<file path="src/rtl/irq_eoi_pkg.sv">
package irq_eoi_pkg;

    localparam int CMD_W = 8;
    localparam int LVL_W = 3;
    localparam int N_LVL = 1 << LVL_W;

    // operation code held in command bits 7:5 (rotate, level-select, end)
    typedef enum logic [2:0] {
        OP_AUTO_OFF    = 3'b000,
        OP_NS_EOI      = 3'b001,
        OP_NOP         = 3'b010,
        OP_SP_EOI      = 3'b011,
        OP_AUTO_ON     = 3'b100,
        OP_AUTO_NS_EOI = 3'b101,
        OP_SET_LOW     = 3'b110,
        OP_SET_LOW_EOI = 3'b111
    } op_e;

    typedef enum logic {
        MODE_FIXED = 1'b0,
        MODE_AUTO  = 1'b1
    } rot_mode_e;

    typedef struct packed {
        logic             own_wr;
        logic             sib_wr;
        logic             init_wr;
        op_e              op;
        logic [LVL_W-1:0] lvl;
    } cmd_t;

endpackage

</file>
<file path="src/rtl/irq_cmd_decode.sv">
module irq_cmd_decode
    import irq_eoi_pkg::*;
(
    input  logic             wr_en,
    input  logic [CMD_W-1:0] wr_data,
    output cmd_t             cmd
);
    logic [1:0] sel;
    assign sel = wr_data[4:3];

    always_comb begin
        cmd         = '0;
        cmd.op      = op_e'(wr_data[7:5]);
        cmd.lvl     = wr_data[LVL_W-1:0];
        if (wr_en) begin
            unique case (sel)
                2'b00:   cmd.own_wr  = 1'b1;
                2'b01:   cmd.sib_wr  = 1'b1;
                default: cmd.init_wr = 1'b1;
            endcase
        end
    end

    // a write reaches exactly one register
    always_comb begin
        a_r11_one_target: assert ($onehot0({cmd.own_wr, cmd.sib_wr, cmd.init_wr}));
    end

endmodule

</file>
<file path="src/rtl/irq_rot_pick.sv">
module irq_rot_pick
    import irq_eoi_pkg::*;
#(
    parameter int N = N_LVL,
    parameter int W = LVL_W
) (
    input  logic [N-1:0] vec,
    input  logic [W-1:0] low,
    output logic         hit,
    output logic [W-1:0] lvl,
    output logic [W-1:0] rank
);
    localparam int SW = W + 1;

    logic [N-1:0] rot_vec;

    // rot_vec[k] is the level holding rank k
    for (genvar k = 0; k < N; k++) begin : g_rot
        logic [SW-1:0] s_k;
        logic [W-1:0]  p_k;
        assign s_k = {1'b0, low} + SW'(k + 1);
        assign p_k = (s_k >= SW'(N)) ? W'(s_k - SW'(N)) : s_k[W-1:0];
        assign rot_vec[k] = vec[p_k];
    end

    always_comb begin
        hit  = 1'b0;
        rank = '0;
        for (int k = N - 1; k >= 0; k--) begin
            if (rot_vec[k]) begin
                hit  = 1'b1;
                rank = W'(k);
            end
        end
    end

    logic [SW-1:0] s_w;
    assign s_w = {1'b0, low} + {1'b0, rank} + SW'(1);
    assign lvl = (s_w >= SW'(N)) ? W'(s_w - SW'(N)) : s_w[W-1:0];

endmodule

</file>
<file path="src/rtl/irq_isr_bank.sv">
module irq_isr_bank
    import irq_eoi_pkg::*;
#(
    parameter int N = N_LVL
) (
    input  logic         clk,
    input  logic         rst_n,
    input  logic [N-1:0] set_vec,
    input  logic [N-1:0] clr_vec,
    output logic [N-1:0] isr_q
);
    for (genvar i = 0; i < N; i++) begin : g_bit
        always_ff @(posedge clk) begin
            if (!rst_n) isr_q[i] <= 1'b0;
            else        isr_q[i] <= (isr_q[i] & ~clr_vec[i]) | set_vec[i];
        end
    end

    // an acknowledge marks one level only
    a_r4_single_set: assert property (@(posedge clk) disable iff (!rst_n)
        $onehot0(set_vec));
    // an end-of-interrupt clears one level only
    a_r5_single_clear: assert property (@(posedge clk) disable iff (!rst_n)
        $onehot0(clr_vec));
    // a set bit lands at the next edge
    a_r4_set_lands: assert property (@(posedge clk) disable iff (!rst_n)
        (set_vec != '0) |=> ((isr_q & $past(set_vec)) == $past(set_vec)));

endmodule

</file>
<file path="src/rtl/irq_eoi_ctrl.sv">
module irq_eoi_ctrl
    import irq_eoi_pkg::*;
#(
    parameter int N = N_LVL,
    parameter int W = LVL_W
) (
    input  logic             clk,
    input  logic             rst_n,
    input  logic             wr_en,
    input  logic [CMD_W-1:0] wr_data,
    input  logic [N-1:0]     irq_req,
    input  logic             int_ack,
    output logic             irq_out,
    output logic [W-1:0]     irq_idx,
    output logic [N-1:0]     isr_q,
    output logic [W-1:0]     low_prio,
    output logic             sibling_wr,
    output logic             init_wr
);
    localparam logic [W-1:0] LOW_RST = W'(N - 1);

    cmd_t          cmd;
    rot_mode_e     mode_q, mode_d;
    logic [W-1:0]  low_q, low_d;
    logic [N-1:0]  set_vec, clr_vec;
    logic          req_hit, isr_hit;
    logic [W-1:0]  req_lvl, req_rank, isr_lvl, isr_rank;

    irq_cmd_decode u_dec (
        .wr_en   (wr_en),
        .wr_data (wr_data),
        .cmd     (cmd)
    );

    irq_rot_pick #(.N(N), .W(W)) u_pick_req (
        .vec  (irq_req),
        .low  (low_q),
        .hit  (req_hit),
        .lvl  (req_lvl),
        .rank (req_rank)
    );

    irq_rot_pick #(.N(N), .W(W)) u_pick_isr (
        .vec  (isr_q),
        .low  (low_q),
        .hit  (isr_hit),
        .lvl  (isr_lvl),
        .rank (isr_rank)
    );

    irq_isr_bank #(.N(N)) u_isr (
        .clk     (clk),
        .rst_n   (rst_n),
        .set_vec (set_vec),
        .clr_vec (clr_vec),
        .isr_q   (isr_q)
    );

    // state register: rotation mode and priority pointer
    always_ff @(posedge clk) begin
        if (!rst_n) begin
            mode_q <= MODE_FIXED;
            low_q  <= LOW_RST;
        end else begin
            mode_q <= mode_d;
            low_q  <= low_d;
        end
    end

    // next state and end-of-interrupt actions
    always_comb begin
        mode_d  = mode_q;
        low_d   = low_q;
        clr_vec = '0;
        if (cmd.own_wr) begin
            unique case (cmd.op)
                OP_AUTO_OFF: mode_d = MODE_FIXED;
                OP_NS_EOI: begin
                    if (isr_hit) begin
                        clr_vec[isr_lvl] = 1'b1;
                        if (mode_q == MODE_AUTO) low_d = isr_lvl;
                    end
                end
                OP_NOP: ;
                OP_SP_EOI: begin
                    clr_vec[cmd.lvl] = 1'b1;
                    if (mode_q == MODE_AUTO && isr_q[cmd.lvl]) low_d = cmd.lvl;
                end
                OP_AUTO_ON: mode_d = MODE_AUTO;
                OP_AUTO_NS_EOI: begin
                    mode_d = MODE_AUTO;
                    if (isr_hit) begin
                        clr_vec[isr_lvl] = 1'b1;
                        low_d            = isr_lvl;
                    end
                end
                OP_SET_LOW: low_d = cmd.lvl;
                OP_SET_LOW_EOI: begin
                    low_d            = cmd.lvl;
                    clr_vec[cmd.lvl] = 1'b1;
                end
            endcase
        end
    end

    // outputs
    always_comb begin
        irq_out    = req_hit && (!isr_hit || (req_rank < isr_rank));
        irq_idx    = irq_out ? req_lvl : '0;
        set_vec    = '0;
        if (int_ack && irq_out) set_vec[req_lvl] = 1'b1;
        low_prio   = low_q;
        sibling_wr = cmd.sib_wr;
        init_wr    = cmd.init_wr;
    end

    a_r2_grant_requested: assert property (@(posedge clk) disable iff (!rst_n)
        irq_out |-> irq_req[irq_idx]);
    a_r3_not_in_service: assert property (@(posedge clk) disable iff (!rst_n)
        irq_out |-> !isr_q[irq_idx]);
    a_r4_ack_marks: assert property (@(posedge clk) disable iff (!rst_n)
        (int_ack && irq_out && !wr_en) |=> isr_q[$past(irq_idx)]);
    a_r8_auto_off: assert property (@(posedge clk) disable iff (!rst_n)
        (wr_en && wr_data[7:3] == 5'b00000) |=> (mode_q == MODE_FIXED));
    a_r9_auto_on: assert property (@(posedge clk) disable iff (!rst_n)
        (wr_en && wr_data[7:3] == 5'b10100) |=> (mode_q == MODE_AUTO));
    a_r10_set_low: assert property (@(posedge clk) disable iff (!rst_n)
        (wr_en && wr_data[7:6] == 2'b11 && wr_data[4:3] == 2'b00)
        |=> (low_prio == $past(wr_data[W-1:0])));
    a_r11_foreign_hold: assert property (@(posedge clk) disable iff (!rst_n)
        (wr_en && wr_data[4:3] != 2'b00) |=> $stable(low_prio));

endmodule

</file>
<file path="config.mk">
export PLATFORM = sky130hd
export DESIGN_NAME = irq_eoi_ctrl
export DESIGN_NICKNAME = d
export VERILOG_FILES = /design/src/rtl/irq_eoi_pkg.sv /design/src/rtl/irq_cmd_decode.sv /design/src/rtl/irq_rot_pick.sv /design/src/rtl/irq_isr_bank.sv /design/src/rtl/irq_eoi_ctrl.sv
export SDC_FILE = /design/constraint.sdc
export NUM_CORES = 1
export LEC_CHECK = 0
export BUFFER_PORTS_ARGS = -buffer_cell sky130_fd_sc_hd__buf_2
export CORE_MARGIN = 1
export CORE_UTILIZATION = 40
export CTS_BUF_LIST = sky130_fd_sc_hd__clkbuf_8
export DETAILED_ROUTE_END_ITERATION = 6
export PLACE_DENSITY = 0.65
export SLEW_MARGIN = 30
export SYNTH_ARGS = -nofsm -noshare
export SYNTH_HDL_FRONTEND = slang
export SYNTH_SLANG_ARGS = --single-unit
</file>
<file path="constraint.sdc">
create_clock -name clk -period 4.7 [get_ports clk]
set_input_delay 1.175 -clock clk [delete_from_list [all_inputs] [get_ports clk]]
set_output_delay 1.175 -clock clk [all_outputs]
set_load 0.02 [all_outputs]
</file>
# Word level (Yosys, flattened, before mapping)
# Index checks and enable logic that the tools add are counted.
[word_totals] register_bits=12 inputBits=20 out_inout_bits=17 elab_cells=208
[classes] add_sub_neg=22 magnitude_cmp=25 n_eq_ne=11 n_mux=97 bitwise=24 n_reduce_logical=19
[ops] op="two-way mux 3 bit" count=32
[ops] op="binary-select mux 1 bit (select 3 bit)" count=17
[ops] op="< comparator 3 x 4 -> 1 bit (second input constant)" count=11
[ops] op="greater-or-equal comparator 4 bit (second input constant)" count=10
[ops] op="two-way mux 1 bit" count=39
[ops] op="subtractor 3 x 1 -> 3 bit (second input constant)" count=10
[ops] op="two-way mux 8 bit" count=3
[ops] op="adder 3 x 3 -> 4 bit (second input constant)" count=4
[ops] op="case mux 8 bit (2 select lines)" count=1
[ops] op="== test 3 bit (second input constant)" count=4
[ops] op="case mux 3 bit (4 select lines)" count=1
[ops] op="OR reduction 2 bit" count=5
[ops] op="demux 1 bit (select 3 bit)" count=3
[ops] op="greater-or-equal comparator 3 x 1 -> 1 bit (second input constant)" count=3
[ops] op="adder 3 x 2 -> 4 bit (second input constant)" count=2
[ops] op="adder 3 x 3 -> 4 bit" count=2
[ops] op="adder 4 x 1 -> 4 bit (second input constant)" count=2
[ops] op="bitwise AND 1 bit" count=8
[ops] op="inequality test 2 bit (second input constant)" count=4
[ops] op="inverter 1 bit" count=8
[ops] op="OR 1 bit" count=8
[ops] op="logical AND 1 bit" count=6
[ops] op="AND reduction 6 bit" count=1
[ops] op="adder 3 x 1 -> 4 bit (second input constant)" count=1
[ops] op="other kinds (13)" count=13

# Longest topological paths before layout
# Gate-level depths: netlist of the first run.
[logic_depth] word_depth=27 ltp_mapped=22 mapped_depth_nobuf=15

# Cells and area by module
# From an unflattened synthesis of the first run, not the netlist that was laid out.
[unflattened] hier_cells=273 hier_area_um2=2642.5
[by_module_without_submodules] mod="irq_rot_pick" instances=2 cells_each=69 area_each_um2=759.5 seq_area_each_um2=0.0
[by_module_without_submodules] mod="irq_eoi_ctrl" instances=1 cells_each=101 area_each_um2=711.9 seq_area_each_um2=80.1
[by_module_without_submodules] mod="irq_isr_bank" instances=1 cells_each=25 area_each_um2=337.8 seq_area_each_um2=160.2
[by_module_without_submodules] mod="irq_cmd_decode" instances=1 cells_each=9 area_each_um2=73.8 seq_area_each_um2=0.0

# Least setup slack after synthesis of the first run
# OpenSTA, ideal clock, no wires.
[synth_timing] path_type="register -> output" startpoint="register low_q[0], in the netlist low_prio[0]" endpoint="output port irq_idx[2]" arrival_time_ns=4.224 required_time_ns=3.525 setup_slack_ns=-0.699 path_stages_with_launch=18 n_path_buf=6 path_cell_list="dfxtp_1 buf_6 buf_6 buf_8 buf_6 inv_1 ha_1 buf_4 buf_6 mux4_2 mux2_2 o22ai_1 nand3_1 ha_1 fa_1 xnor2_1 xnor2_1 nor2_1"
[synth_via] elab_chain_len=18 word_cells_on_any_way=106 classes_between="19 x add/sub; 10 x order compare; 74 x mux; 3 x reduce/logical"
[synth_rtl] item="start: declaration" line="irq_eoi_ctrl.sv:24" rtl="logic [W-1:0] low_q, low_d;"
[synth_rtl] item="start signal: assignment" line="irq_eoi_ctrl.sv:66" rtl="low_q <= low_d;"
[synth_rtl] item="adder 3 x 4 -> 4 bit" line="irq_rot_pick.sv:21" rtl="assign s_k = {1'b0, low} + SW'(k + 1);"
[synth_rtl] item="greater-or-equal comparator 4 bit or subtractor 3 x 1 -> 3 bit (tied branches)" line="irq_rot_pick.sv:22" rtl="assign p_k = (s_k >= SW'(N)) ? W'(s_k - SW'(N)) : s_k[W-1:0];"
[synth_rtl] item="two-way mux 3 bit" line="irq_rot_pick.sv:22"
[synth_rtl] item="binary-select mux 1 bit (select 3 bit)" line="irq_rot_pick.sv:23" rtl="assign rot_vec[k] = vec[p_k];"
[synth_rtl] item="two-way mux 1 bit (not written as such)" line="irq_rot_pick.sv:23"
[synth_rtl] item="two-way mux 3 bit (8 in series)" line="irq_rot_pick.sv:30" rtl="if (rot_vec[k]) begin"
[synth_rtl] item="adder 3 x 3 -> 4 bit" line="irq_rot_pick.sv:38" rtl="assign s_w = {1'b0, low} + {1'b0, rank} + SW'(1);"
[synth_rtl] item="adder 4 x 1 -> 4 bit" line="irq_rot_pick.sv:38"
[synth_rtl] item="greater-or-equal comparator 4 bit or subtractor 3 x 1 -> 3 bit (tied branches)" line="irq_rot_pick.sv:39" rtl="assign lvl = (s_w >= SW'(N)) ? W'(s_w - SW'(N)) : s_w[W-1:0];"
[synth_rtl] item="two-way mux 3 bit" line="irq_rot_pick.sv:39"
[synth_rtl] item="two-way mux 3 bit (*)" line="irq_eoi_ctrl.sv:109" rtl="irq_idx = irq_out ? req_lvl : '0;"
[synth_rtl] item="end: declaration" line="irq_eoi_ctrl.sv:14" rtl="output logic [W-1:0] irq_idx,"
# Mark *: on every way between the ends. The rest lies on a longest branch, timed or not. The select of a mux whose other input is x is not followed.

# Worst setup path in the final report of the first run
[layout_timing] startpoint="input port irq_req[6]" endpoint="output port irq_idx[2]"
[layout_via] elab_chain_len=15 word_cells_on_any_way=41 classes_between="3 x add/sub; 2 x order compare; 34 x mux; 2 x reduce/logical"
[layout_rtl] item="start: declaration" line="irq_eoi_ctrl.sv:11" rtl="input logic [N-1:0] irq_req,"
[layout_rtl] item="binary-select mux 1 bit (select 3 bit)" line="irq_rot_pick.sv:23"
[layout_rtl] item="two-way mux 1 bit (not written as such)" line="irq_rot_pick.sv:23"
[layout_rtl] item="two-way mux 3 bit (8 in series)" line="irq_rot_pick.sv:30"
[layout_rtl] item="adder 3 x 3 -> 4 bit" line="irq_rot_pick.sv:38"
[layout_rtl] item="adder 4 x 1 -> 4 bit" line="irq_rot_pick.sv:38"
[layout_rtl] item="greater-or-equal comparator 4 bit or subtractor 3 x 1 -> 3 bit (tied branches)" line="irq_rot_pick.sv:39"
[layout_rtl] item="two-way mux 3 bit" line="irq_rot_pick.sv:39"
[layout_rtl] item="two-way mux 3 bit (*)" line="irq_eoi_ctrl.sv:109"
# Marks and branches as above.

==> results of run 1 <==
cell usage in the layout, fill, tap and decap left out, drive strengths merged, types with 9 or more instances in the layout:
cell	count
nor2	22
mux2i	25
nand3	9
inv	11
mux4	23
o211ai	13
a21oi	11
buf	86
dfxtp	12
nand2	22
stage by stage:
stage                     power [W]  area, um^2    util  setup slack [ps]
after detailed placement  0.0007149        3128  0.4926            -193.1
after CTS                 0.0008552        3342  0.5263            -29.26
after global routing      0.0009524        3446  0.5427            -104.6
final                     0.0008899        3446  0.5427            -22.62
after floorplan           0.0005408        2734       -            -280.1
after global placement    0.0007090        3128  0.4926            -130.5
power by group:
group,leakage [nW],switching (W),internal [W]
Sequential,0.0973,0.0000237,0.000110
Combinational,1.29,0.000336,0.000325
Clock,0.0269,0.0000376,0.0000575
Total,1.42,0.000397,0.000493
critical path: stages:
cell and delay, ps:
buf_8 100, mux4_2 470, buf_4 150, mux2_4 290, o22ai_4 130, nand3_2 90
ha_2 190, fa_2 410, xnor2_4 160, xnor2_2 160, nor2_2 100, buf_6 120
final timing paths:
kind                                        to  cells after the start   startpoint
worst max-delay path                irq_idx[2]                     12   irq_req[6]
worst min-delay path                    mode_q                      2       mode_q
worst max register to register  u_isr.isr_q[1]                     14  low_prio[0]
worst min register to register          mode_q                      2       mode_q
logic make-up after synthesis:
| logic type | after synthesis |
|---|---|
| adder cells (fa/ha/maj) | 8 |
| AO/OA/AOI/OAI | 81 |
| flip-flops | 12 |
| buffers and inverters | 32 |
| multiplexers | 54 |
| AND/OR/NAND/NOR | 90 |
| XOR/XNOR | 6 |
metal layers:
metal	part of all wire	wire (um)
met1	0.45	3365
met3	0.047	351
met5	0	0
met2	0.50	3784
met4	0.0056	42
flip-flops by register name, indices dropped and copies added, names as in the netlist:
register / cells
u_isr.isr_q: 8
mode_q: 1
low_prio: 3
timing repair:
action | in CTS | in global routing
resized for setup | 31 | 9
setup endpoints to repair | 4 | 5
pin swaps | 9 | 4
buffers inserted | 6 | 7
cell type report:
type,instances,area share
clock buffers,3,0.01198
clock inverters,1,0.001089
inverters,10,0.01307
multi-input cells,239,0.6819
flip-flops and latches,12,0.07081
well taps,77,0.02796
repair buffers,86,0.1932
==> results.ini, run 1 <==
[logic_synthesis]
syn-instance-count = 283
synth_edf_count = 0
synthAdderAreaFrac = 0.04396
synth_compound_area_frac = 0.2527
dominantRegCellSynth = dfxtp_1
synth_top_family_by_area = multiplexers
synth_simple_gate_area_share = 0.1859
synth.distinct_cells = 74
synth.area.top_cells = mux4_2 (16%), mux2i_1 (9.6%), dfxtp_1 (9.2%)
syn-cell-area_um2 = 2619
yosysWarnings = 0
postSynthAreaPerCell_um2 = 9.254
synth_top_area_frac = 0.1634
netlist_top_cells_count = mux2i_1 (25), nor2_1 (22), nand2_1 (21)
synthArstFlopShare = 0
synth_xor_area_frac = 0.03010
synth_seq_cells = 12
synthMuxAreaShare = 0.3278
synth_most_common_cell = mux2i_1
syn-num-nets = 311
synth_largest_area_cell = mux4_2
ys_seq_area_frac = 0.09173

[floorplanning]
die_h_um = 82.91
die_w_um = 82.91
io_pins = 37
placementRows = 29
initial_core_util = 0.4124
dieArea_um2 = 6874
core_um2 = 6350

[clocking]
root_buffer = clkbuf_8
cts_hold_buf = 0
clockBufferDepth = 2
cts.sinks = 12
clkLatencyLatePin_ps = 240
cts_buffers = 3
cts_tree = done
path_clk_slew_ps = 50
htree_levels = 1

[timing]
maxSlewHeadroom = 0.6128
hold_viol_final = 0
whs_ps = 489.2
fmax_ghz = 0.2117
drv_slew = 0
period_minus_slack_ps = 4723
skew_ps = 1.721
tightest_slew_ps = 574.7
fin_tns_setup_ps = -22.62
finalWorstSetupSlack_ps = -22.62
min_period_over_period = 1.005
rsz0062_at_grt = true
setup_viol = 1

[power_and_ir_drop]
peakVddDrop_uv = 167.8
cellPowerDensity_nw_per_um2 = 258.3
p_leak_nw = 1.416

[drt]
viasPerCell = 6.325
drt_iter0_drc = 137
ant_nets = 0
wl_per_cell_um = 17.63
via_count = 2707
routed_wl_um = 7544
drt_pass1_iterations = 4
post-route-drc-count = 0

[global_routing]
grt-busiest-layer = met2
grtUsageMet3 = 0.01292
grt_use_met2 = 0.3823
antenna_found_initial = 0
grt_pass1_wl_um = 12390
grt-ovfl-total = 0
grtUsageMet1 = 0.3019
grt_max_degree = 20
grt_usage = 0.2186
grt_pass1_vias = 2502

[cells_and_area]
area_growth_pct = 31.58
drive_above_1_share = 0.4330
final_cells = 428
seqCellArea_um2 = 244.0
fillers = 560
multi_input_area_um2 = 2350
nets = 380
num_antenna_cells = 0

[placement]
post-place-cells = 411
io_buffers = 36
dp_hpwl_um = 5749
gp_congestion = 0.8591

[outcome]
violations = negative setup slack
status = finished, violations left

[setup_path]
cp.required_ps = 3520
critical_path.endpoint_type = primary output
setup.worst_path.class = input port to primary output
cp_max_fo = 5
rrSetupSlack_ps = 350
cp_data_arrival_time_ps = 3550
worstSetupStartpointType = input port

[job]
drv_cap = 0

[worst_hold_path]
hold_path.class = flip-flop to flip-flop

No activity file was read; power rests on OpenSTA's default activity.
==> run 2: changes to the inputs <==
--- a/config.mk
+++ b/config.mk
@@ -11,6 +11,7 @@
 export CTS_BUF_LIST = sky130_fd_sc_hd__clkbuf_8
 export DETAILED_ROUTE_END_ITERATION = 6
 export PLACE_DENSITY = 0.65
+export SKIP_CTS_REPAIR_TIMING = 1
 export SLEW_MARGIN = 30
 export SYNTH_ARGS = -nofsm -noshare
 export SYNTH_HDL_FRONTEND = slang
==> run 2 against run 1 <==
  * The run still ends with negative setup slack left
  * Sequential share of layout area rose by 0.11 points
  * Non-clock buffer count down 5
  * Register-to-register slack barely moved
  * Critical path type unchanged
  * Critical endpoint unchanged
  * Largest power group unchanged
==> results.ini, run 2 (synthesized netlist as in run 1, its figures left out) <==
[worst_hold_path]
hold_path.class = flip-flop to flip-flop

[floorplanning]
die_h_um = 82.91  ; unchanged
core_um2 = 6350  ; unchanged
placementRows = 29  ; unchanged
die_w_um = 82.91  ; unchanged
io_pins = 37  ; unchanged
initial_core_util = 0.4124  ; unchanged
dieArea_um2 = 6874  ; unchanged

[clocking]
root_buffer = clkbuf_8
clockBufferDepth = 2  ; unchanged
cts.sinks = 12  ; unchanged
cts_buffers = 3  ; unchanged
path_clk_slew_ps = 50  ; about the same
clkLatencyLatePin_ps = 240  ; about the same
htree_levels = 1  ; unchanged
cts_tree = done

[cells_and_area]
area_growth_pct = 29.62
drive_above_1_share = 0.4162  ; -0.01686
regMostFlops = u_isr.isr_q
nets = 375  ; -1.3%
num_antenna_cells = 0  ; unchanged
design_area_um2 = 3395  ; -1.5%
final_common_cell = buf_4
final_cells = 423  ; -1.2%
layout_common_cells = buf_4 (40), buf_2 (24), mux2i_1 (23)
final_core_util = 0.5346  ; -0.008079
largest_reg_flops = 8  ; unchanged

[drt]
viasPerCell = 6.340  ; +0.25%
wl_per_cell_um = 17.86  ; +1.3%
via_count = 2682  ; -0.92%
post-route-drc-count = 0  ; unchanged
drt_iter0_drc = 129  ; -5.8%
drt_pass1_iterations = 4  ; unchanged
ant_nets = 0  ; unchanged
routed_wl_um = 7553  ; +0.12%

[global_routing]
antenna_found_initial = 0  ; unchanged
grt_pass1_wl_um = 12060  ; -2.7%
grt_max_degree = 20  ; unchanged
grt_pass1_vias = 2459  ; -1.7%
grt_usage = 0.2131  ; -0.005446
grt-ovfl-total = 0  ; unchanged

[setup_path]
setup.worst_path.class = input port to primary output
cp_data_arrival_time_ps = 3590  ; +40 ps
r2r_end = u_isr.isr_q[1]
endpoint = irq_idx[2]
critical_path.endpoint_type = primary output
worstSetupStartpointType = input port
crit_chain = buf_8, mux4_2, buf_4, mux2_4, o22ai_4, nand3_1, ha_1, fa_2, xnor2_4, xnor2_2, nor2_4, buf_6
cp_slowest_stage_delay_ps = 480  ; about the same
cpMaxStageDelayCell = mux4_2
reg2reg_from = low_prio[1]
cp_max_fo = 5  ; unchanged
rrSetupSlack_ps = 340  ; about the same
cp.required_ps = 3520  ; about the same
ff2ff_path_depth = 15  ; +1
setup.worst_path.start = irq_req[6]

[timing]
drv_slew = 0  ; unchanged
maxSlewHeadroom = 0.6146  ; +0.001792
finalWorstSetupSlack_ps = -61.29  ; -38.67 ps
setup_viol = 3  ; +2
rsz0062_at_grt = true
hold_viol_final = 0  ; unchanged
period_minus_slack_ps = 4761  ; +38.67 ps
min_period_over_period = 1.013  ; +0.008229
skew_ps = 1.635  ; -0.08671 ps
tightest_slew_ps = 572.1  ; -2.658 ps
fmax_ghz = 0.2100  ; -0.81%

[placement]
io_buffers = 36  ; unchanged
gp_congestion = 0.8591  ; unchanged
dpl_worst_slack_ps = -193.1  ; unchanged
dpl_cell_area_um2 = 3128  ; unchanged
dp_hpwl_um = 5749  ; unchanged
post-place-cells = 411  ; unchanged

[outcome]
status = finished, violations left
violations = negative setup slack

[power_and_ir_drop]
peakVddDrop_uv = 168.5  ; +0.38%
p_leak_nw = 1.389  ; -2.0%
cellPowerDensity_nw_per_um2 = 261.6  ; +1.3%

[job]
drv_cap = 0  ; unchanged

-- run 2: power by group --
| part | switching, W | leakage [nW] | internal, W |
|---|---|---|---|
| registers | 0.0000239 | 0.0973 | 0.000110 |
| clock network | 0.0000385 | 0.0269 | 0.0000576 |
| logic | 0.000342 | 1.26 | 0.000316 |
| total | 0.000404 | 1.39 | 0.000484 |
-- run 2: worst min-delay path by stage --
stage               startpoint      to  cells after the start
floorplan               mode_q  mode_q                      2
global placement        mode_q  mode_q                      2
detailed placement      mode_q  mode_q                      2
CTS                     mode_q  mode_q                      2
global route            mode_q  mode_q                      2
finish                  mode_q  mode_q                      2
-- run 2: worst max-delay path: cells and delay by family --
kind	cells	cell delay, ps
compound gates	1	120
mux	2	770
fa+ha+maj	2	610
xor+xnor	2	380
simple gates	2	140
buf+inv	3	390
-- run 2: through the flow --
stage / total power, W / hold WS, ps / setup TNS [ps]
2_1_floorplan: 0.0005408 / 456.0 / -648.0
4_1_cts: 0.0008132 / 490.0 / -450.1
3_5_place_dp: 0.0007149 / 485.1 / -413.4
3_3_place_gp: 0.0007090 / 472.0 / -253.1
5_1_grt: 0.0009461 / 531.0 / -543.8
6_report: 0.0008880 / 490.0 / -153.4
-- run 2: routing by layer --
metal  part of all wire  up-vias  GRT usage
met4             0.0045        0    0.04389
met5                  0        -          0
met2               0.50      100     0.3681
met3              0.058        4    0.01590
met1               0.44     1304     0.2925
li1                   -     1274          -
-- run 2: final cells by class --
class	instances	area, um^2
Tap cell	77	96.34
Multi-Input combinational cell	239	2340
Clock inverter	1	3.754
Timing Repair Buffer	81	624.3
Fill cell	562	2955
Inverter	10	45.04
Sequential cell	12	244.0
Clock buffer	3	41.29
==> run 3: changes to the inputs <==
--- a/config.mk
+++ b/config.mk
@@ -5,11 +5,13 @@
 export SDC_FILE = /design/constraint.sdc
 export NUM_CORES = 1
 export LEC_CHECK = 0
+export ABC_CLOCK_PERIOD_IN_PS = 4700
 export BUFFER_PORTS_ARGS = -buffer_cell sky130_fd_sc_hd__buf_2
 export CORE_MARGIN = 1
 export CORE_UTILIZATION = 40
 export CTS_BUF_LIST = sky130_fd_sc_hd__clkbuf_8
 export DETAILED_ROUTE_END_ITERATION = 6
+export MAX_ROUTING_LAYER = met4
 export PLACE_DENSITY = 0.65
 export SKIP_CTS_REPAIR_TIMING = 1
 export SLEW_MARGIN = 30
==> constraint.sdc (replaced) <==
create_clock -name clk -period 4.7 [get_ports clk]
set_input_delay 1.175 -clock clk [delete_from_list [all_inputs] [get_ports clk]]
set_output_delay 1.175 -clock clk [all_outputs]
set_load 0.01 [all_outputs]
==> run 3 against run 2 <==
  * The run still ends with negative setup slack left
  * Clock power grew 21%
  * Clock skew about the same
  * Worst hold slack improved by 8.3 ps
  * Critical path depth decreased by 1
  * Wire length rose by 2.5%
  * Core utilization fell by 0.53 points
  * Sequential share of layout area about the same
  * Maximum frequency up 0.89%
  * Power fell by 7.9%
  * Final cell count is 0.24% lower
  * Largest cell class unchanged
==> results.ini, run 3 (synthesized netlist as in run 1, its figures left out) <==
[clocking]
clkLatencyLatePin_ps = 250  ; about the same
cts_tree = done
path_clk_slew_ps = 60  ; about the same
clockBufferDepth = 2  ; unchanged
root_buffer = clkbuf_8
cts_buffers = 3  ; unchanged
cts.sinks = 12  ; unchanged
htree_levels = 1  ; unchanged

[worst_hold_path]
hold_path.class = flip-flop to flip-flop

[placement]
dp_hpwl_um = 5773  ; +0.41%
io_buffers = 36  ; unchanged
gp_congestion = 0.9263  ; +7.8%
dpl_cell_area_um2 = 3078  ; -1.6%
dpl_worst_slack_ps = -106.5  ; +86.57 ps

[global_routing]
grt_pass1_vias = 2530  ; +2.9%
antenna_found_initial = 0  ; unchanged
grt_max_degree = 19  ; -5.0%
grt_pass1_wl_um = 12360  ; +2.5%
grt_usage = 0.2249  ; +0.01182
grt-ovfl-total = 0  ; unchanged

[power_and_ir_drop]
power_frac_comb = 0.689  ; -0.052
p_sw_w = 0.0003651  ; -9.7%
swShare = 0.4465  ; -0.008898
seq_power_share = 0.169  ; +0.018
peakVddDrop_uv = 142.5  ; -15%
p_clk_frac = 0.142  ; +0.034
p_int_w = 0.0004526  ; -6.4%
p_leak_nw = 1.374  ; -1.0%
fin_total_pwr_w = 0.0008177  ; -7.9%
cellPowerDensity_nw_per_um2 = 243.3  ; -7.0%

[floorplanning]
io_pins = 37  ; unchanged
placementRows = 29  ; unchanged
die_h_um = 82.91  ; unchanged
dieArea_um2 = 6874  ; unchanged
initial_core_util = 0.4124  ; unchanged
core_um2 = 6350  ; unchanged
die_w_um = 82.91  ; unchanged

[cells_and_area]
final_core_util = 0.5293  ; -0.005320
nets = 374  ; -0.27%
regMostFlops = u_isr.isr_q
final_common_cell = buf_4
design_area_um2 = 3361  ; -1.0%
area_growth_pct = 28.33
num_antenna_cells = 0  ; unchanged
drive_above_1_share = 0.4290  ; +0.01280
largest_reg_flops = 8  ; unchanged
layout_common_cells = buf_4 (42), buf_2 (28), nor2_1 (22)

[drt]
ant_nets = 0  ; unchanged
post-route-drc-count = 0  ; unchanged
wl_per_cell_um = 18.34  ; +2.7%
drt_pass1_iterations = 4  ; unchanged
via_count = 2665  ; -0.63%
routed_wl_um = 7741  ; +2.5%
viasPerCell = 6.315  ; -0.40%
drt_iter0_drc = 96  ; -26%

[timing]
tightest_slew_ps = 518.4  ; -53.64 ps
skew_ps = 1.264  ; -0.3711 ps
hold_viol_final = 0  ; unchanged
rsz0062_at_grt = true
min_period_over_period = 1.004  ; -0.008924
fmax_ghz = 0.2119  ; +0.89%
finalWorstSetupSlack_ps = -19.35  ; +41.94 ps
setup_viol = 1  ; -2
drv_slew = 0  ; unchanged
maxSlewHeadroom = 0.6507  ; +0.03614
period_minus_slack_ps = 4719  ; -41.94 ps
fin_tns_setup_ps = -19.35  ; +134.0 ps

[setup_path]
cp_data_arrival_time_ps = 3540  ; -50 ps
cp_max_fo = 5  ; unchanged
worstSetupStartpointType = input port
setup.worst_path.class = input port to primary output
cp.required_ps = 3520  ; about the same
critical_path.endpoint_type = primary output

[job]
drv_cap = 0  ; unchanged

[outcome]
status = finished, violations left
violations = negative setup slack

-- run 3: cell count changes in the layout (fill, tap and decap cells not counted), sizes merged --
cell and change:
clkbuf +1, buf -1, inv -1
-- run 3: power by group through the flow --
stage                     clock network (W)  logic [W]  registers [W]
after floorplan                           0   0.000389       0.000128
after global placement                    0   0.000512       0.000138
after detailed placement                  0   0.000520       0.000138
after CTS                          0.000117   0.000523       0.000136
after global routing               0.000124   0.000609       0.000139
final                              0.000116   0.000564       0.000138
-- run 3: final timing paths --
check | endpoint | depth (start not counted) | slack, ps | from
worst max-delay path | irq_idx[2] | 11 | -20 | irq_req[6]
worst min-delay path | mode_q | 2 | 500 | mode_q
worst max register to register | u_isr.isr_q[1] | 14 | 350 | low_prio[0]
worst min register to register | mode_q | 2 | 500 | mode_q
-- run 3: area by class of cell --
| type | count | area [um^2] |
|---|---|---|
| fill | 585 | 2989 |
| clock buffer | 4 | 55.05 |
| timing repair buffer | 80 | 584.3 |
| tap | 77 | 96.34 |
| inverter | 10 | 45.04 |
| multi-input combinational | 239 | 2337 |
| sequential | 12 | 242.7 |
-- run 3: worst max-delay path, stage by stage --
cell and delay, ps:
buf_8 100, mux4_2 490, mux2i_1 150, o211ai_1 130, nand3b_1 180, a311o_1 350, fa_2 410, xnor2_2 210
xnor2_2 140, nor2_1 50, buf_2 140
-- run 3: through the flow --
stage | instances | hold WS, ps
6_report | 422 | 498.3
5_1_grt | 422 | 529.5
4_1_cts | 409 | 502.2
3_5_place_dp | 405 | 492.9
3_3_place_gp | 405 | 481.1
2_1_floorplan | 283 | 456.0
-- run 3: per-layer routing --
layer | routed length, um | GRT usage | vias to the layer above
li1 | - | - | 1272
met1 | 3351 | 0.2990 | 1291
met2 | 3831 | 0.3726 | 92
met3 | 402 | 0.01491 | 10
met4 | 155 | 0.05956 | 0
met5 | 0 | - | -
